`src/rtl/lvl2_irq_pkg.sv`:
```
package lvl2_irq_pkg;

    typedef enum logic [2:0] {
        RSEL_NONE,
        RSEL_STATUS,
        RSEL_CLEAR,
        RSEL_MSTAT,
        RSEL_MSET,
        RSEL_MCLR
    } rsel_e;

    // Latched build offsets
    localparam logic [7:0] LAT_STATUS = 8'h00;
    localparam logic [7:0] LAT_CLEAR  = 8'h08;
    localparam logic [7:0] LAT_MSTAT  = 8'h0C;
    localparam logic [7:0] LAT_MSET   = 8'h10;
    localparam logic [7:0] LAT_MCLR   = 8'h14;

    // Level build offsets (no clear register)
    localparam logic [7:0] LVL_STATUS = 8'h00;
    localparam logic [7:0] LVL_MSTAT  = 8'h04;
    localparam logic [7:0] LVL_MSET   = 8'h08;
    localparam logic [7:0] LVL_MCLR   = 8'h0C;

    function automatic rsel_e decode_offset(input logic [15:0] off, input logic latched);
        rsel_e r;
        r = RSEL_NONE;
        if (off[15:8] == 8'h00) begin
            if (latched) begin
                case (off[7:0])
                    LAT_STATUS: r = RSEL_STATUS;
                    LAT_CLEAR:  r = RSEL_CLEAR;
                    LAT_MSTAT:  r = RSEL_MSTAT;
                    LAT_MSET:   r = RSEL_MSET;
                    LAT_MCLR:   r = RSEL_MCLR;
                    default:    r = RSEL_NONE;
                endcase
            end else begin
                case (off[7:0])
                    LVL_STATUS: r = RSEL_STATUS;
                    LVL_MSTAT:  r = RSEL_MSTAT;
                    LVL_MSET:   r = RSEL_MSET;
                    LVL_MCLR:   r = RSEL_MCLR;
                    default:    r = RSEL_NONE;
                endcase
            end
        end
        return r;
    endfunction

endpackage

```
`src/rtl/lvl2_irq_sync.sv`:
```
module lvl2_irq_sync #(
    parameter int N      = 32,
    parameter int STAGES = 2
) (
    input  logic         clk,
    input  logic         rst_n,
    input  logic [N-1:0] din_i,
    output logic [N-1:0] dout_o
);

    logic [STAGES-1:0][N-1:0] chain_d, chain_q;

    always_comb begin
        chain_d[0] = din_i;
        for (int i = 1; i < STAGES; i++) begin
            chain_d[i] = chain_q[i-1];
        end
    end

    always_ff @(posedge clk or negedge rst_n) begin
        if (!rst_n) begin
            chain_q <= '0;
        end else begin
            chain_q <= chain_d;
        end
    end

    assign dout_o = chain_q[STAGES-1];

endmodule

```
`src/rtl/lvl2_irq_status.sv`:
```
module lvl2_irq_status #(
    parameter int N       = 32,
    parameter int LATCHED = 1
) (
    input  logic         clk,
    input  logic         rst_n,
    input  logic [N-1:0] sync_i,
    input  logic [N-1:0] clr_i,
    output logic [N-1:0] status_o
);

    generate
        if (LATCHED != 0) begin : g_latch
            typedef struct packed {
                logic [N-1:0] prev;
                logic [N-1:0] stat;
            } lat_st_t;

            lat_st_t      st_d, st_q;
            logic [N-1:0] rise;

            always_comb begin
                rise       = sync_i & ~st_q.prev;
                st_d.prev  = sync_i;
                // a fresh edge overrides a clear in the same cycle
                st_d.stat  = (st_q.stat & ~clr_i) | rise;
            end

            always_ff @(posedge clk or negedge rst_n) begin
                if (!rst_n) begin
                    st_q <= '0;
                end else begin
                    st_q <= st_d;
                end
            end

            assign status_o = st_q.stat;

            a_r7_set_wins: assert property (@(posedge clk) disable iff (!rst_n)
                (|(rise & clr_i)) |=>
                ((st_q.stat & $past(rise & clr_i)) == $past(rise & clr_i)));

            a_r2_sticky: assert property (@(posedge clk) disable iff (!rst_n)
                (|(st_q.stat & ~clr_i)) |=>
                ((st_q.stat & $past(st_q.stat & ~clr_i)) == $past(st_q.stat & ~clr_i)));

            a_r3_clear_takes: assert property (@(posedge clk) disable iff (!rst_n)
                (|(clr_i & ~rise)) |=>
                ((st_q.stat & $past(clr_i & ~rise)) == '0));
        end else begin : g_level
            logic [N-1:0] stat_d, stat_q;
            logic         unused_clr_bits;

            assign unused_clr_bits = ^clr_i;

            always_comb begin
                stat_d = sync_i;
            end

            always_ff @(posedge clk or negedge rst_n) begin
                if (!rst_n) begin
                    stat_q <= '0;
                end else begin
                    stat_q <= stat_d;
                end
            end

            assign status_o = stat_q;

            a_r8_follows_input: assert property (@(posedge clk) disable iff (!rst_n)
                1'b1 |=> (stat_q == $past(sync_i)));
        end
    endgenerate

endmodule

```
`src/rtl/lvl2_irq_mask.sv`:
```
module lvl2_irq_mask #(
    parameter int N = 32
) (
    input  logic         clk,
    input  logic         rst_n,
    input  logic [N-1:0] set_i,
    input  logic [N-1:0] clr_i,
    output logic [N-1:0] mask_o
);

    typedef struct packed {
        logic [N-1:0] mask;
    } mask_st_t;

    mask_st_t mk_d, mk_q;

    always_comb begin
        mk_d.mask = (mk_q.mask | set_i) & ~clr_i;
    end

    always_ff @(posedge clk or negedge rst_n) begin
        if (!rst_n) begin
            mk_q.mask <= '1;
        end else begin
            mk_q <= mk_d;
        end
    end

    assign mask_o = mk_q.mask;

    a_r4_set_bits: assert property (@(posedge clk) disable iff (!rst_n)
        (|set_i) |=> ((mk_q.mask & $past(set_i & ~clr_i)) == $past(set_i & ~clr_i)));

    a_r4_unmask_bits: assert property (@(posedge clk) disable iff (!rst_n)
        (|clr_i) |=> ((mk_q.mask & $past(clr_i)) == '0));

    a_r4_hold: assert property (@(posedge clk) disable iff (!rst_n)
        ((set_i == '0) && (clr_i == '0)) |=> $stable(mk_q.mask));

endmodule

```
`src/rtl/lvl2_irq_regif.sv`:
```
module lvl2_irq_regif
    import lvl2_irq_pkg::*;
#(
    parameter int N       = 32,
    parameter int ADDR_W  = 8,
    parameter int LATCHED = 1
) (
    input  logic              clk,
    input  logic              rst_n,
    input  logic              sel_i,
    input  logic              we_i,
    input  logic [ADDR_W-1:0] addr_i,
    input  logic [31:0]       wdata_i,
    input  logic [N-1:0]      status_i,
    input  logic [N-1:0]      mask_i,
    output logic [N-1:0]      clr_o,
    output logic [N-1:0]      mset_o,
    output logic [N-1:0]      mclr_o,
    output logic [31:0]       rdata_o
);

    rsel_e rs;
    logic  wr;
    logic  rd;

    always_comb begin
        rs      = decode_offset(16'(addr_i), (LATCHED != 0));
        wr      = sel_i && we_i;
        rd      = sel_i && !we_i;
        clr_o   = (wr && rs == RSEL_CLEAR) ? wdata_i[N-1:0] : '0;
        mset_o  = (wr && rs == RSEL_MSET)  ? wdata_i[N-1:0] : '0;
        mclr_o  = (wr && rs == RSEL_MCLR)  ? wdata_i[N-1:0] : '0;
        rdata_o = '0;
        if (rd) begin
            case (rs)
                RSEL_STATUS: rdata_o = 32'(status_i);
                RSEL_MSTAT:  rdata_o = 32'(mask_i);
                default:     rdata_o = '0;
            endcase
        end
    end

    a_r9_ro_write_inert: assert property (@(posedge clk) disable iff (!rst_n)
        (sel_i && we_i && (rs == RSEL_STATUS || rs == RSEL_MSTAT || rs == RSEL_NONE))
        |-> (clr_o == '0 && mset_o == '0 && mclr_o == '0));

    a_r9_idle_read_zero: assert property (@(posedge clk) disable iff (!rst_n)
        (!sel_i) |-> (rdata_o == '0));

endmodule

```
`src/rtl/lvl2_irq_agg.sv`:
```
module lvl2_irq_agg
    import lvl2_irq_pkg::*;
#(
    parameter int NSRC        = 32,
    parameter int ADDR_W      = 8,
    parameter int SYNC_STAGES = 2,
    parameter int LATCHED     = 1
) (
    input  logic              clk,
    input  logic              rst_n,
    input  logic [NSRC-1:0]   src_i,
    input  logic              bus_sel_i,
    input  logic              bus_we_i,
    input  logic [ADDR_W-1:0] bus_addr_i,
    input  logic [31:0]       bus_wdata_i,
    output logic [31:0]       bus_rdata_o,
    output logic              irq_o
);

    logic [NSRC-1:0] sync_w;
    logic [NSRC-1:0] status_w;
    logic [NSRC-1:0] mask_w;
    logic [NSRC-1:0] clr_w;
    logic [NSRC-1:0] mset_w;
    logic [NSRC-1:0] mclr_w;

    lvl2_irq_sync #(.N(NSRC), .STAGES(SYNC_STAGES)) u_sync (
        .clk    (clk),
        .rst_n  (rst_n),
        .din_i  (src_i),
        .dout_o (sync_w)
    );

    lvl2_irq_status #(.N(NSRC), .LATCHED(LATCHED)) u_status (
        .clk      (clk),
        .rst_n    (rst_n),
        .sync_i   (sync_w),
        .clr_i    (clr_w),
        .status_o (status_w)
    );

    lvl2_irq_mask #(.N(NSRC)) u_mask (
        .clk    (clk),
        .rst_n  (rst_n),
        .set_i  (mset_w),
        .clr_i  (mclr_w),
        .mask_o (mask_w)
    );

    lvl2_irq_regif #(.N(NSRC), .ADDR_W(ADDR_W), .LATCHED(LATCHED)) u_regif (
        .clk      (clk),
        .rst_n    (rst_n),
        .sel_i    (bus_sel_i),
        .we_i     (bus_we_i),
        .addr_i   (bus_addr_i),
        .wdata_i  (bus_wdata_i),
        .status_i (status_w),
        .mask_i   (mask_w),
        .clr_o    (clr_w),
        .mset_o   (mset_w),
        .mclr_o   (mclr_w),
        .rdata_o  (bus_rdata_o)
    );

    assign irq_o = |(status_w & ~mask_w);

    a_r6_irq_needs_pending: assert property (@(posedge clk) disable iff (!rst_n)
        $rose(irq_o) |-> (|status_w));

endmodule

```
`config.mk`:
```
export PLATFORM = sky130hd
export DESIGN_NAME = lvl2_irq_agg
export DESIGN_NICKNAME = d
export VERILOG_FILES = /design/src/rtl/lvl2_irq_pkg.sv /design/src/rtl/lvl2_irq_sync.sv /design/src/rtl/lvl2_irq_status.sv /design/src/rtl/lvl2_irq_mask.sv /design/src/rtl/lvl2_irq_regif.sv /design/src/rtl/lvl2_irq_agg.sv
export SDC_FILE = /design/constraint.sdc
export NUM_CORES = 1
export LEC_CHECK = 0
export ABC_AREA = 1
export BUFFER_PORTS_ARGS = -buffer_cell sky130_fd_sc_hd__buf_2
export CAP_MARGIN = 20
export CELL_PAD_IN_SITES_DETAIL_PLACEMENT = 1
export CELL_PAD_IN_SITES_GLOBAL_PLACEMENT = 2
export CORE_ASPECT_RATIO = 0.9
export CORE_MARGIN = 3
export CORE_UTILIZATION = 25
export CTS_BUF_LIST = sky130_fd_sc_hd__clkbuf_4 sky130_fd_sc_hd__clkbuf_8 sky130_fd_sc_hd__clkbuf_16
export CTS_CLUSTER_DIAMETER = 80
export DETAILED_ROUTE_END_ITERATION = 7
export PLACE_DENSITY_LB_ADDON = 0.25
export SYNTH_ARGS = -nofsm -noshare
export SYNTH_HDL_FRONTEND = slang
export SYNTH_SLANG_ARGS = --single-unit
```
`constraint.sdc`:
```
create_clock -name clk -period 1.55 [get_ports clk]
set_clock_uncertainty 0.2 [all_clocks]
set_input_delay 0.2325 -clock clk [delete_from_list [all_inputs] [get_ports clk]]
set_output_delay 0.2325 -clock clk [all_outputs]
set_load 0.05 [all_outputs]
```
== Word-level counts from Yosys, hierarchy flattened ==
Index checks and enable logic that the tools add are counted.
Cells by class
  equality and inequality tests: 9
  mux-type cells: 6
  bitwise operators: 10
  reduce and logical (&&, ||, !) cells: 8
Operator list (count)
  32-bit AND: 4
  32-bit 2-to-1 mux: 4
  32-bit NOT: 4
  32-bit OR: 2
  32-bit one-hot mux with 2 select lines: 1
  32-bit OR reduction: 1
  8-bit by 4-bit == test with 1-bit output, second input constant: 2
  8-bit by 5-bit == test with 1-bit output, second input constant: 2
  3-bit one-hot mux with 5 select lines: 1
  8-bit logical NOT: 1
  3-bit by 2-bit == test with 1-bit output, second input constant: 2
  3-bit == test, second input constant: 2
  1-bit logical AND: 5
  3-bit by 1-bit == test with 1-bit output, second input constant: 1
  1-bit logical NOT: 1
Storage, ports and cells
  flip-flop bits (word level): 160
  logic and storage cells: 38

== Depth between registers and ports, before layout ==
Gate-level depths: netlist of run 1.
  word-level depth: 8
  gate-level depth with buffers: 8
  mapped depth without buffers: 7

== Modules after synthesis ==
A second synthesis of run 1 with hierarchy kept.
Second synthesis, totals
  cell total of the unflattened synthesis: 789
  area, all modules: 6732.7 um^2
Modules (own cells, without submodules)
  lvl2_irq_status: times used 1, cells an instance 256, area an instance 2442.3 um^2
  lvl2_irq_sync: times used 1, cells an instance 64, area an instance 1601.5 um^2
  lvl2_irq_regif: times used 1, cells an instance 281, area an instance 1258.7 um^2
  lvl2_irq_mask: times used 1, cells an instance 96, area an instance 1081.0 um^2
  lvl2_irq_agg: times used 1, cells an instance 92, area an instance 349.1 um^2

== Worst setup path before layout of run 1 ==
Ideal clock, no wire load.
  path kind: input to output
  start point: in bus_addr_i[6]
  end point: out bus_rdata_o[10]
  arrival time: 1.663 ns
  data required time: 1.117 ns
  path slack: -0.546 ns
  stages: 7
  path buffers: 2
  path through: inv_2 > nand2_1 > nor2_2 > buf_4 > buf_2 > nand3_1 > a21oi_1
On the way
  word-level cells in the longest chain between the ends: 5
  elaborated cells between the ends (all ways): 10
  classes of those cells: 6 x eq/ne; 3 x mux; 1 x reduce/logical
Ends and longest elaborated chain
  start, declared: line lvl2_irq_agg.sv:14  | input logic [ADDR_W-1:0] bus_addr_i,
  8-bit by 5-bit == test with 1-bit output, or another cell as far along: line lvl2_irq_pkg.sv:30  | case (off[7:0])
  3-bit one-hot mux with 5 select lines *: line lvl2_irq_pkg.sv:30
  3-bit by 2-bit == test with 1-bit output or 3-bit by 1-bit == test with 1-bit output (tied branches): line lvl2_irq_regif.sv:35  | case (rs)
  32-bit one-hot mux with 2 select lines *: line lvl2_irq_regif.sv:35
  32-bit 2-to-1 mux *: line lvl2_irq_regif.sv:34  | if (rd) begin
  end, declared: line lvl2_irq_agg.sv:16  | output logic [31:0] bus_rdata_o,
Every way passes the cells marked *; elsewhere a longest branch is shown, timed or not.

== Final worst setup path of run 1 ==
  start point: reg u_mask.mk_q, in the netlist u_mask.mask_o[6]
  end point: out irq_o
On the way
  word-level cells in the longest chain between the ends: 3
Ends and longest elaborated chain
  start, declared: line lvl2_irq_mask.sv:15  | mask_st_t mk_d, mk_q;
  start signal, assigned: line lvl2_irq_mask.sv:25  | mk_q <= mk_d;
  32-bit NOT: line lvl2_irq_agg.sv:65  | assign irq_o = |(status_w & ~mask_w);
  32-bit AND: line lvl2_irq_agg.sv:65
  32-bit OR reduction: line lvl2_irq_agg.sv:65
  end, declared: line lvl2_irq_agg.sv:17  | output logic irq_o
Every way passes these cells.

==> run_results.csv, run 1 <==
group,metric,value,unit
status,run_status,"finished with violations",
status,failed_checks,"negative setup slack",
critical_path,worstPathRequired,1.12,ns
sta,fmaxAchievable,445,MHz
synth,synth-seq-cells,160,
sta,fin_ws,-0.699,ns
layout,layout.cells.most_common,"sky130_fd_sc_hd__dfrtp_1",
clocking,cts-htree-levels,4,
pwr,total_power_per_unit_cell_area,881,mW/mm^2
grt,overflow,0,
critical_path,startpoint_type,"flop",
critical_path,rr_startpoint,"u_mask.mask_o[4]",
critical_path,ff2ff_path_depth,3,
clocking,maximum_number_of_buffers_from_clock_root_to_sink,2,
grt,grt_pass1_vias,6289,
placement,dp.final_hpwl,14200,um
clocking,cts_inserted_buffers,17,
clocking,clk_pin_slew_worst_paths,0.07,ns
route,met2RoutedLength,10800,um
critical_path,worstPathMaxFanout,2,
synth,postSynthCellCount,659,
layout,final.fill_count,2713,
critical_path,crit_path_top_delay_cell,"sky130_fd_sc_hd__dfstp_2",
route,detail_route.iter0.violations,192,
critical_path,crit_family,"simple AND/OR/NAND/NOR gates",
route,post_drt_wl_per_cell,16.4,um
placement,preCtsSetupSlack,-0.505,ns
critical_path,combined_buffer_and_inverter_count_along_the_critical_path,2,
layout,n_antenna_cell,0,
layout,nets,1031,
pwr,leakage,4.81,nW
route,met1_length,9710,um
sta,slew_headroom,75.2,%
sta,final-hold-violation-count,0,
sta,finalCritPeriodShare,145,%
critical_path,cp_data_arrival_time,1.82,ns
critical_path,r2r_end,"u_mask.mask_o[4]",
clocking,cts_tree,"done",
critical_path,worstPathCellList,"inv_1 > nand2_1 > nand2_1 > a21oi_2 > nand3_1 > nor2_2 > nand2_2 > buf_8",
grt,grt_antenna_before_repair,0,
grt,pin_count_of_the_biggest_net_entering_global_routing,33,
layout,syn2layout_area_growth,71.8,%
floorplan,floorplan.die.width,173,um
critical_path,worstSetupPathDepth,8,
route,detail_route.vias_per_cell,4.23,
clocking,cts_sinks,160,
synth,ys_top_cells_by_area,"sky130_fd_sc_hd__dfrtp_1 (51%), sky130_fd_sc_hd__dfstp_2 (13%), sky130_fd_sc_hd__nand2_1 (7.7%)",
synth,synthesis.area,0.00625,sq mm
synth,netlist.top_cell.by_area,"sky130_fd_sc_hd__dfrtp_1",
route,drt_drc_violations_left,0,
flow_run,max-cap-violations,0,
placement,gp_congestion,0.761,
pwr,peakVddDrop,0.614,mV
sta,final_worst_path_period_need,2.25,ns
floorplan,die_y,156,um
placement,buffer_ports.inserted,108,
grt,first_pass_grt_wire_length,34200,um
sta,timing_max_transition_violations_final,0,
worst_hold_path,timing.hold.worst.class,"in2async",
sta,hold_ws,0.0917,ns
floorplan,dieArea,0.0269,sq mm
layout,layout_cells_sized_above_1,45.6,%
sta,grt_setup_unrepaired,"yes",
synth,synthesis.yosys.warnings,0,
clocking,ctsRootBufferMaster,"sky130_fd_sc_hd__clkbuf_16",
route,routed_wire_length_on_met3,559,um
route,via_count,5515,
synth,synth.net_count,735,
floorplan,design.core.area,0.0244,sq mm
route,highest_layer,"met4",
clocking,worstSkewPairLatency,0.42,ns
synth,synth.lib_cells_used.distinct,24,
synth,synth_seq_area_share,64.7,%
floorplan,initial_core_util,25.6,%
critical_path,cp_slowest_stage_delay,0.54,ns
critical_path,regToRegSetupSlack,0.34,ns
grt,grt_util_all_layers,16.4,%
synth,synthesis.area_per_instance,9.49,sq um
synth,synth.top_cell.area_share,51.2,%
critical_path,critical_path_endpoint_category,"primary output",
route,drt_pre_antenna_iters,4,
critical_path,path_common_cell,"sky130_fd_sc_hd__nand2_1",
route,postRouteAntennaNets,0,
floorplan,fp-row-count,54,
critical_path,worst-setup-path-type,"reg2out",
sta,final-setup-viol-count,33,
sta,max_slew.worst_pin.slew,0.373,ns
layout,layout.cells.most_common_list,"sky130_fd_sc_hd__dfrtp_1 (128), sky130_fd_sc_hd__inv_1 (92), sky130_fd_sc_hd__nand2_1 (91), sky130_fd_sc_hd__buf_4 (83), sky130_fd_sc_hd__buf_2 (70)",
route,wl,21300,um
floorplan,num_io_pins,109,
[how the worst max path moves through the flow]
stage | end | from | slack, ns
global route | irq_o | u_mask.mask_o[28] | -0.82
CTS | irq_o | u_mask.mask_o[6] | -0.74
detailed placement | bus_rdata_o[27] | bus_addr_i[6] | -0.51
global placement | bus_rdata_o[30] | bus_addr_i[6] | -0.44
floorplan | bus_rdata_o[10] | bus_addr_i[1] | -0.15
finish | irq_o | u_mask.mask_o[6] | -0.70
[through the flow]
stage | TNS, ns | power, mW | area [sq um] | std cells | utilization, %
2_1_floorplan | -3.59 | 4.73 | 6640 | 659 | -
3_3_place_gp | -24.78 | 5.14 | 8360 | 1176 | 34.3
3_5_place_dp | -28.36 | 5.16 | 8360 | 1176 | 34.3
4_1_cts | -12.92 | 9.60 | 10500 | 1293 | 43.2
5_1_grt | -13.77 | 9.92 | 10700 | 1303 | 44.0
6_report | -11.84 | 9.46 | 10700 | 1303 | 44.0
[routing by layer]
metal / vias to the layer above / global-route usage, %
met2: 81 / 28.5
met1: 2780 / 20.8
li1: 2634 / -
met4: 0 / 4.52
met3: 20 / 3.50
met5: - / 0
[power breakdown]
group          internal, mW  switching [mW]  leakage, nW
Clock                  2.26            1.88        0.270
Combinational         0.409           0.501         2.80
Sequential             4.35          0.0630         1.74
Total                  7.02            2.45         4.81
[layout make-up]
cell class                 count  area (sq um)  area share, %
clock buffer                  17           425           3.96
clock inverter                14           149           1.39
inverter                     117           462           4.30
multi-input combinational    360          2490           23.2
sequential                   160          4040           37.6
tap                          336           420           3.91
timing repair buffer         299          2750           25.6
[flip-flops by register name, indices dropped and copies added (netlist names)]
register and count:
u_sync.dout_o 32, u_status.status_o 32, u_sync.chain_d 32, u_mask.mask_o 32, u_status.g_latch.st_q 32
[cells in the mapped netlist]
cell,instances
sky130_fd_sc_hd__buf_2,8
sky130_fd_sc_hd__dfrtp_1,128
sky130_fd_sc_hd__buf_1,1
sky130_fd_sc_hd__a21oi_1,61
sky130_fd_sc_hd__nand3_4,1
sky130_fd_sc_hd__o22ai_1,1
sky130_fd_sc_hd__o21ai_1,30
sky130_fd_sc_hd__nor3_4,1
sky130_fd_sc_hd__inv_2,5
sky130_fd_sc_hd__nor2_1,55
sky130_fd_sc_hd__dfstp_2,32
sky130_fd_sc_hd__o21ai_0,5
sky130_fd_sc_hd__inv_1,111
sky130_fd_sc_hd__nand3_1,61
sky130_fd_sc_hd__nand2_1,128
sky130_fd_sc_hd__nand3_2,1
sky130_fd_sc_hd__nand4_1,4
sky130_fd_sc_hd__buf_4,3
sky130_fd_sc_hd__nor2_4,3
sky130_fd_sc_hd__buf_6,5
sky130_fd_sc_hd__nor2_2,1
sky130_fd_sc_hd__clkinv_1,1
sky130_fd_sc_hd__nor3_1,8
sky130_fd_sc_hd__clkbuf_1,5
[kinds of logic (layout without fill, tap and decap cells)]
kind of cell | after synthesis | count (layout) | share of synthesized area (%)
AO/OA/AOI/OAI | 97 | 97 | 7.78
AND/OR/NAND/NOR | 263 | 263 | 18.3
flip-flops | 160 | 160 | 64.7
buffers and inverters | 139 | 447 | 9.29
[repair_timing]
| action | CTS | global route |
|---|---|---|
| gates cloned | 2 | 0 |
| endpoints found under the setup margin | 33 | 33 |
| resized for setup | 201 | 44 |
| endpoints found under the hold margin | 229 | 0 |
| buffers inserted | 21 | 14 |
| pin swaps | 43 | 41 |
| hold buffers | 65 | 0 |
Note: power is estimated with default switching activity, not from simulation.
==> run 2, diff against run 1 <==
--- a/config.mk
+++ b/config.mk
@@ -12,7 +12,7 @@
 export CELL_PAD_IN_SITES_GLOBAL_PLACEMENT = 2
 export CORE_ASPECT_RATIO = 0.9
 export CORE_MARGIN = 3
-export CORE_UTILIZATION = 25
+export CORE_UTILIZATION = 34
 export CTS_BUF_LIST = sky130_fd_sc_hd__clkbuf_4 sky130_fd_sc_hd__clkbuf_8 sky130_fd_sc_hd__clkbuf_16
 export CTS_CLUSTER_DIAMETER = 80
 export DETAILED_ROUTE_END_ITERATION = 7
==> run_results.csv, run 2 (synthesized netlist as in run 1, its figures left out) <==
group,metric,value,unit
status,run_status,"finished with violations",
status,failed_checks,"negative setup slack",
critical_path,rr_startpoint,"u_mask.mask_o[28]",
layout,syn2layout_area_growth,68.0,%
placement,postPlaceCellArea,0.00809,sq mm
layout,post-route-cell-area,0.0105,sq mm
critical_path,worstPathCellList,"inv_2 > nand2_2 > nand2_2 > nor2_4 > nand4_1 > nor2_2 > nand2_2 > buf_8",
grt,pin_count_of_the_biggest_net_entering_global_routing,36,
critical_path,crit_path_top_delay_cell,"sky130_fd_sc_hd__dfstp_2",
worst_hold_path,timing.hold.worst.class,"in2async",
floorplan,die_y,135,um
critical_path,worstSetupPathDepth,8,
layout,post-route-util,58.9,%
pwr,peakVddDrop,0.715,mV
grt,first_pass_grt_wire_length,34800,um
route,postRouteAntennaNets,0,
clocking,cts_sinks,160,
sta,finalCritPeriodShare,145,%
critical_path,critical_path_endpoint_category,"primary output",
floorplan,floorplan.die.width,149,um
placement,gp_congestion,0.802,
sta,final_worst_path_period_need,2.25,ns
sta,max_slew.worst_pin.slew,0.395,ns
pwr,p_total,9.50,mW
critical_path,ff2ff_path_depth,4,
layout,nets,1009,
layout,n_antenna_cell,0,
critical_path,cp_slowest_stage_delay,0.54,ns
critical_path,combined_buffer_and_inverter_count_along_the_critical_path,2,
critical_path,worstPathRequired,1.12,ns
floorplan,design.core.area,0.0178,sq mm
critical_path,regToRegSetupSlack,0.28,ns
floorplan,initial_core_util,35.0,%
grt,grt_antenna_before_repair,0,
sta,final-hold-violation-count,0,
clocking,worstSkewPairLatency,0.43,ns
clocking,ctsRootBufferMaster,"sky130_fd_sc_hd__clkbuf_16",
grt,grt_util_all_layers,22.6,%
route,detail_route.vias_per_cell,4.66,
route,drt_pre_antenna_iters,4,
clocking,cts-htree-levels,4,
floorplan,fp-row-count,46,
critical_path,timing.critical_path.from,"u_mask.mask_o[28]",
critical_path,startpoint_type,"flop",
layout,layout.cells.most_common_list,"sky130_fd_sc_hd__dfrtp_1 (128), sky130_fd_sc_hd__inv_1 (97), sky130_fd_sc_hd__nand2_1 (88), sky130_fd_sc_hd__buf_2 (68), sky130_fd_sc_hd__buf_4 (66)",
clocking,clk_pin_slew_worst_paths,0.07,ns
floorplan,num_io_pins,109,
route,wl,21700,um
sta,fin_ws,-0.702,ns
route,detail_route.iter0.violations,196,
placement,dp.final_hpwl,13000,um
grt,grt_pass1_vias,6567,
clocking,cts_tree,"done",
layout,layout.cells.most_common,"sky130_fd_sc_hd__dfrtp_1",
floorplan,dieArea,0.0201,sq mm
clocking,maximum_number_of_buffers_from_clock_root_to_sink,2,
layout,layout_cells_sized_above_1,44.5,%
sta,fmaxAchievable,444,MHz
critical_path,r2r_end,"u_mask.mask_o[28]",
flow_run,max-cap-violations,0,
critical_path,worstPathMaxFanout,2,
sta,slew_headroom,73.7,%
route,post_drt_wl_per_cell,18.3,um
route,drt_drc_violations_left,0,
critical_path,worst-setup-path-type,"reg2out",
sta,timing_max_transition_violations_final,0,
pwr,leakage,4.73,nW
placement,buffer_ports.inserted,108,
clocking,cts_inserted_buffers,17,
critical_path,cp_data_arrival_time,1.82,ns
pwr,total_power_per_unit_cell_area,904,mW/mm^2
sta,grt_setup_unrepaired,"yes",
sta,final-setup-viol-count,33,
grt,overflow,0,
critical_path,crit_family,"simple AND/OR/NAND/NOR gates",
placement,preCtsSetupSlack,-0.478,ns
route,via_count,5529,
critical_path,path_common_cell,"sky130_fd_sc_hd__nand2_2",
run 2: changes by cell type in the layout (fill, tap and decap cells not counted), sizes merged:
cell	change
buf	-22
inv	+4
bufinv	-1
clkinvlp	-4
clkinv	+2
run 2: worst max path at each step:
stage	endpoint
after floorplan	bus_rdata_o[10]
after global placement	bus_rdata_o[18]
after detailed placement	bus_rdata_o[23]
after CTS	irq_o
after global routing	irq_o
final	irq_o
run 2: timing repair:
action / CTS / global route
gates resized for setup: 193 / 71
endpoints found under the hold margin: 229 / 0
endpoints found under the setup margin: 33 / 33
setup buffers: 13 / 12
pin swaps: 48 / 42
hold buffers: 65 / 0
cloned: 5 / 0
run 2: cell type report:
cell class              instances  area (sq um)
clock buffers                  17           425
clock inverters                15           158
fillers                      1930          7340
inverters                     117           462
multi-input cells             360          2510
flip-flops and latches        160          4040
well taps                     240           300
repair buffers                277          2600
run 2: worst register-to-register path, cell delays in order (launching register included):
cell and delay [ns]:
sky130_fd_sc_hd__dfstp_2 0.54, sky130_fd_sc_hd__inv_2 0.04, sky130_fd_sc_hd__buf_4 0.12, sky130_fd_sc_hd__buf_4 0.12, sky130_fd_sc_hd__a21oi_1 0.17
run 2: layer usage:
metal	GRT usage [%]	up-vias	routed length (um)
met5	0	-	0
met4	6.00	0	329
met3	5.10	21	746
met2	39.0	91	11400
met1	28.8	2808	9210
li1	-	2609	-
run 2: per-stage QoR:
stage / TNS, ns / hold slack, ns / cells
after floorplan: -3.59 / -0.263 / 659
after global placement: -24.28 / -0.0377 / 1067
after detailed placement: -28.43 / -0.0380 / 1067
after CTS: -12.40 / 0.0736 / 1180
after global routing: -14.26 / 0.0857 / 1186
final: -12.52 / 0.0727 / 1186
run 2: where the power goes:
part	switching [mW]	internal (mW)	leakage, nW
Clock	2.01	2.16	0.290
Sequential	0.0661	4.34	1.74
Combinational	0.507	0.414	2.71
==> run 3, diff against run 2 <==
--- a/config.mk
+++ b/config.mk
@@ -5,14 +5,13 @@
 export SDC_FILE = /design/constraint.sdc
 export NUM_CORES = 1
 export LEC_CHECK = 0
-export ABC_AREA = 1
 export BUFFER_PORTS_ARGS = -buffer_cell sky130_fd_sc_hd__buf_2
 export CAP_MARGIN = 20
 export CELL_PAD_IN_SITES_DETAIL_PLACEMENT = 1
 export CELL_PAD_IN_SITES_GLOBAL_PLACEMENT = 2
 export CORE_ASPECT_RATIO = 0.9
-export CORE_MARGIN = 3
-export CORE_UTILIZATION = 34
+export CORE_MARGIN = 4
+export CORE_UTILIZATION = 36
 export CTS_BUF_LIST = sky130_fd_sc_hd__clkbuf_4 sky130_fd_sc_hd__clkbuf_8 sky130_fd_sc_hd__clkbuf_16
 export CTS_CLUSTER_DIAMETER = 80
 export DETAILED_ROUTE_END_ITERATION = 7
==> run_results.csv, run 3 <==
group,metric,value,unit
status,run_status,"finished with violations",
status,failed_checks,"negative setup slack",
layout,layout.cells.most_common_list,"sky130_fd_sc_hd__dfrtp_1 (128), sky130_fd_sc_hd__buf_2 (72), sky130_fd_sc_hd__inv_1 (64), sky130_fd_sc_hd__dlygate4sd3_1 (64), sky130_fd_sc_hd__o21ai_0 (63)",
placement,buffer_ports.inserted,108,
clocking,worstSkewPairLatency,0.42,ns
route,drt_pre_antenna_iters,5,
pwr,leakage,4.48,nW
synth,synth_seq_area_share,67.0,%
floorplan,num_io_pins,109,
synth,synth.top_cell.area_share,53.0,%
synth,synth_edf_count,0,
synth,synthesis.area,0.00604,sq mm
route,detail_route.vias_per_cell,4.89,
floorplan,dieArea,0.0189,sq mm
critical_path,startpoint_type,"flop",
sta,tns,-10.15,ns
synth,synth_ff_type,"sky130_fd_sc_hd__dfrtp_1",
clocking,cts_sinks,160,
route,drt_drc_violations_left,0,
placement,gp_congestion,0.846,
pwr,total_power_per_unit_cell_area,973,mW/mm^2
synth,netlist.top_cell.by_area,"sky130_fd_sc_hd__dfrtp_1",
route,via_count,4798,
synth,postSynthCellCount,507,
placement,postPlaceCellArea,0.00771,sq mm
route,wl,18800,um
grt,grt_antenna_before_repair,0,
floorplan,floorplan.die.width,145,um
floorplan,initial_core_util,37.1,%
synth,synthesis.yosys.warnings,0,
floorplan,design.core.area,0.0163,sq mm
grt,overflow,0,
synth,synth.net_count,583,
critical_path,cp_data_arrival_time,1.80,ns
synth,synth_common_cells,"sky130_fd_sc_hd__dfrtp_1 (128), sky130_fd_sc_hd__inv_1 (64), sky130_fd_sc_hd__o21ai_0 (64)",
sta,finalCritPeriodShare,144,%
layout,final.fill_count,1646,
floorplan,die_y,131,um
sta,fin_ws,-0.685,ns
grt,grt_pass1_vias,5535,
placement,dp.final_hpwl,11400,um
route,post_drt_wl_per_cell,19.2,um
critical_path,critical_path_endpoint_category,"primary output",
layout,post-route-cell-area,0.00968,sq mm
grt,first_pass_grt_wire_length,30200,um
synth,asyncSetResetFlopFracSynth,100,%
layout,n_antenna_cell,0,
clocking,clk_pin_slew_worst_paths,0.07,ns
clocking,cts_tree,"done",
synth,synthesis.area_per_instance,11.9,sq um
critical_path,worstPathRequired,1.12,ns
sta,final-hold-violation-count,0,
layout,post-route-util,59.4,%
grt,pin_count_of_the_biggest_net_entering_global_routing,38,
grt,grt_util_all_layers,21.2,%
layout,layout_cells_sized_above_1,47.9,%
sta,slew_headroom,70.7,%
synth,post-synth-top-count-cell,"sky130_fd_sc_hd__dfrtp_1",
clocking,cts-htree-levels,4,
sta,grt_setup_unrepaired,"yes",
floorplan,fp-row-count,44,
critical_path,worst-setup-path-type,"reg2out",
route,detail_route.iter0.violations,189,
layout,layout.cells.most_common,"sky130_fd_sc_hd__dfrtp_1",
pwr,p_total,9.42,mW
placement,preCtsSetupSlack,-0.497,ns
critical_path,regToRegSetupSlack,0.37,ns
route,postRouteAntennaNets,0,
critical_path,worstPathMaxFanout,2,
sta,timing_max_transition_violations_final,0,
synth,synth-seq-cells,160,
layout,nets,837,
sta,max_slew.worst_pin.slew,0.439,ns
sta,final-setup-viol-count,33,
clocking,maximum_number_of_buffers_from_clock_root_to_sink,2,
pwr,peakVddDrop,0.739,mV
clocking,cts_inserted_buffers,17,
synth,ys_top_cells_by_area,"sky130_fd_sc_hd__dfrtp_1 (53%), sky130_fd_sc_hd__dfstp_2 (14%), sky130_fd_sc_hd__o21ai_0 (5.3%)",
flow_run,max-cap-violations,0,
clocking,ctsRootBufferMaster,"sky130_fd_sc_hd__clkbuf_16",
worst_hold_path,timing.hold.worst.class,"in2reg",
sta,fmaxAchievable,447,MHz
sta,final_worst_path_period_need,2.24,ns
synth,synth.lib_cells_used.distinct,24,
layout,syn2layout_area_growth,60.3,%
run 3: cell types whose count changed in the layout (fill, tap and decap cells not counted), moves of 32 or more:
cell	before	now
sky130_fd_sc_hd__a22oi_2	0	32
sky130_fd_sc_hd__nand2_1	88	32
sky130_fd_sc_hd__nor2_1	33	1
sky130_fd_sc_hd__inv_1	97	64
sky130_fd_sc_hd__a21oi_1	34	0
sky130_fd_sc_hd__o21ai_0	4	63
run 3: final timing paths:
check                                      start                    end  cells after the start
setup / recovery               u_mask.mask_o[26]                  irq_o                      4
hold / removal                    bus_wdata_i[3]   u_status.status_o[3]                      4
setup reg to reg           u_status.status_o[30]  u_status.status_o[30]                      3
hold reg to reg               u_sync.chain_d[47]      u_sync.dout_o[15]                      0
max in group asynchronous                  rst_n      u_mask.mask_o[14]                      3
min in group asynchronous                  rst_n  u_status.status_o[15]                      2
run 3: repair_timing:
item,4_1_cts,5_1_grt
endpoints found under the setup margin,33,34
endpoints found under the hold margin,221,0
setup buffers,10,5
hold buffers,64,0
gates cloned,1,0
pin swaps,45,14
gates resized for setup,144,36
run 3: routing by layer:
layer / global-route usage (%) / part of all wire, % / vias to the layer above
met5: 0 / 0 / -
met4: 5.98 / 1.6 / 0
met3: 4.59 / 3.2 / 19
met2: 37.8 / 53 / 95
met1: 25.9 / 42 / 2470
li1: - / - / 2214
run 3: layout make-up:
| type | instances | area (sq um) | area share, % |
|---|---|---|---|
| Tap cell | 207 | 259 | 2.68 |
| Multi-Input combinational cell | 256 | 2090 | 21.6 |
| Inverter | 64 | 240 | 2.48 |
| Clock inverter | 13 | 150 | 1.55 |
| Timing Repair Buffer | 262 | 2450 | 25.3 |
| Clock buffer | 19 | 453 | 4.68 |
| Sequential cell | 160 | 4040 | 41.8 |
run 3: logic make-up (layout without fill, tap and decap cells):
family,count (synthesis),count (layout),synth area share (%)
flops,160,160,67.0
compound gates,113,113,11.0
simple gates,111,111,8.33
buf+inv,91,358,6.55
mux,32,32,7.15
run 3: report_power, final:
group	leakage [nW]	switching (mW)	internal, mW
Clock	0.292	1.77	2.49
Combinational	2.46	0.383	0.362
Sequential	1.73	0.0664	4.35
run 3: stage by stage:
step           std cells  hold WS [ns]
2_1_floorplan        507        -0.263
3_3_place_gp         883       -0.0632
3_5_place_dp         883       -0.0613
4_1_cts              981        0.0264
5_1_grt              981        0.0444
6_report             981        0.0480
run 3: critical path, cell delays in order, from the launching register on:
cell and delay [ns]:
sky130_fd_sc_hd__dfstp_2 0.55, sky130_fd_sc_hd__o22ai_2 0.08, sky130_fd_sc_hd__nor4_2 0.33, sky130_fd_sc_hd__nand4_1 0.21, sky130_fd_sc_hd__buf_6 0.21
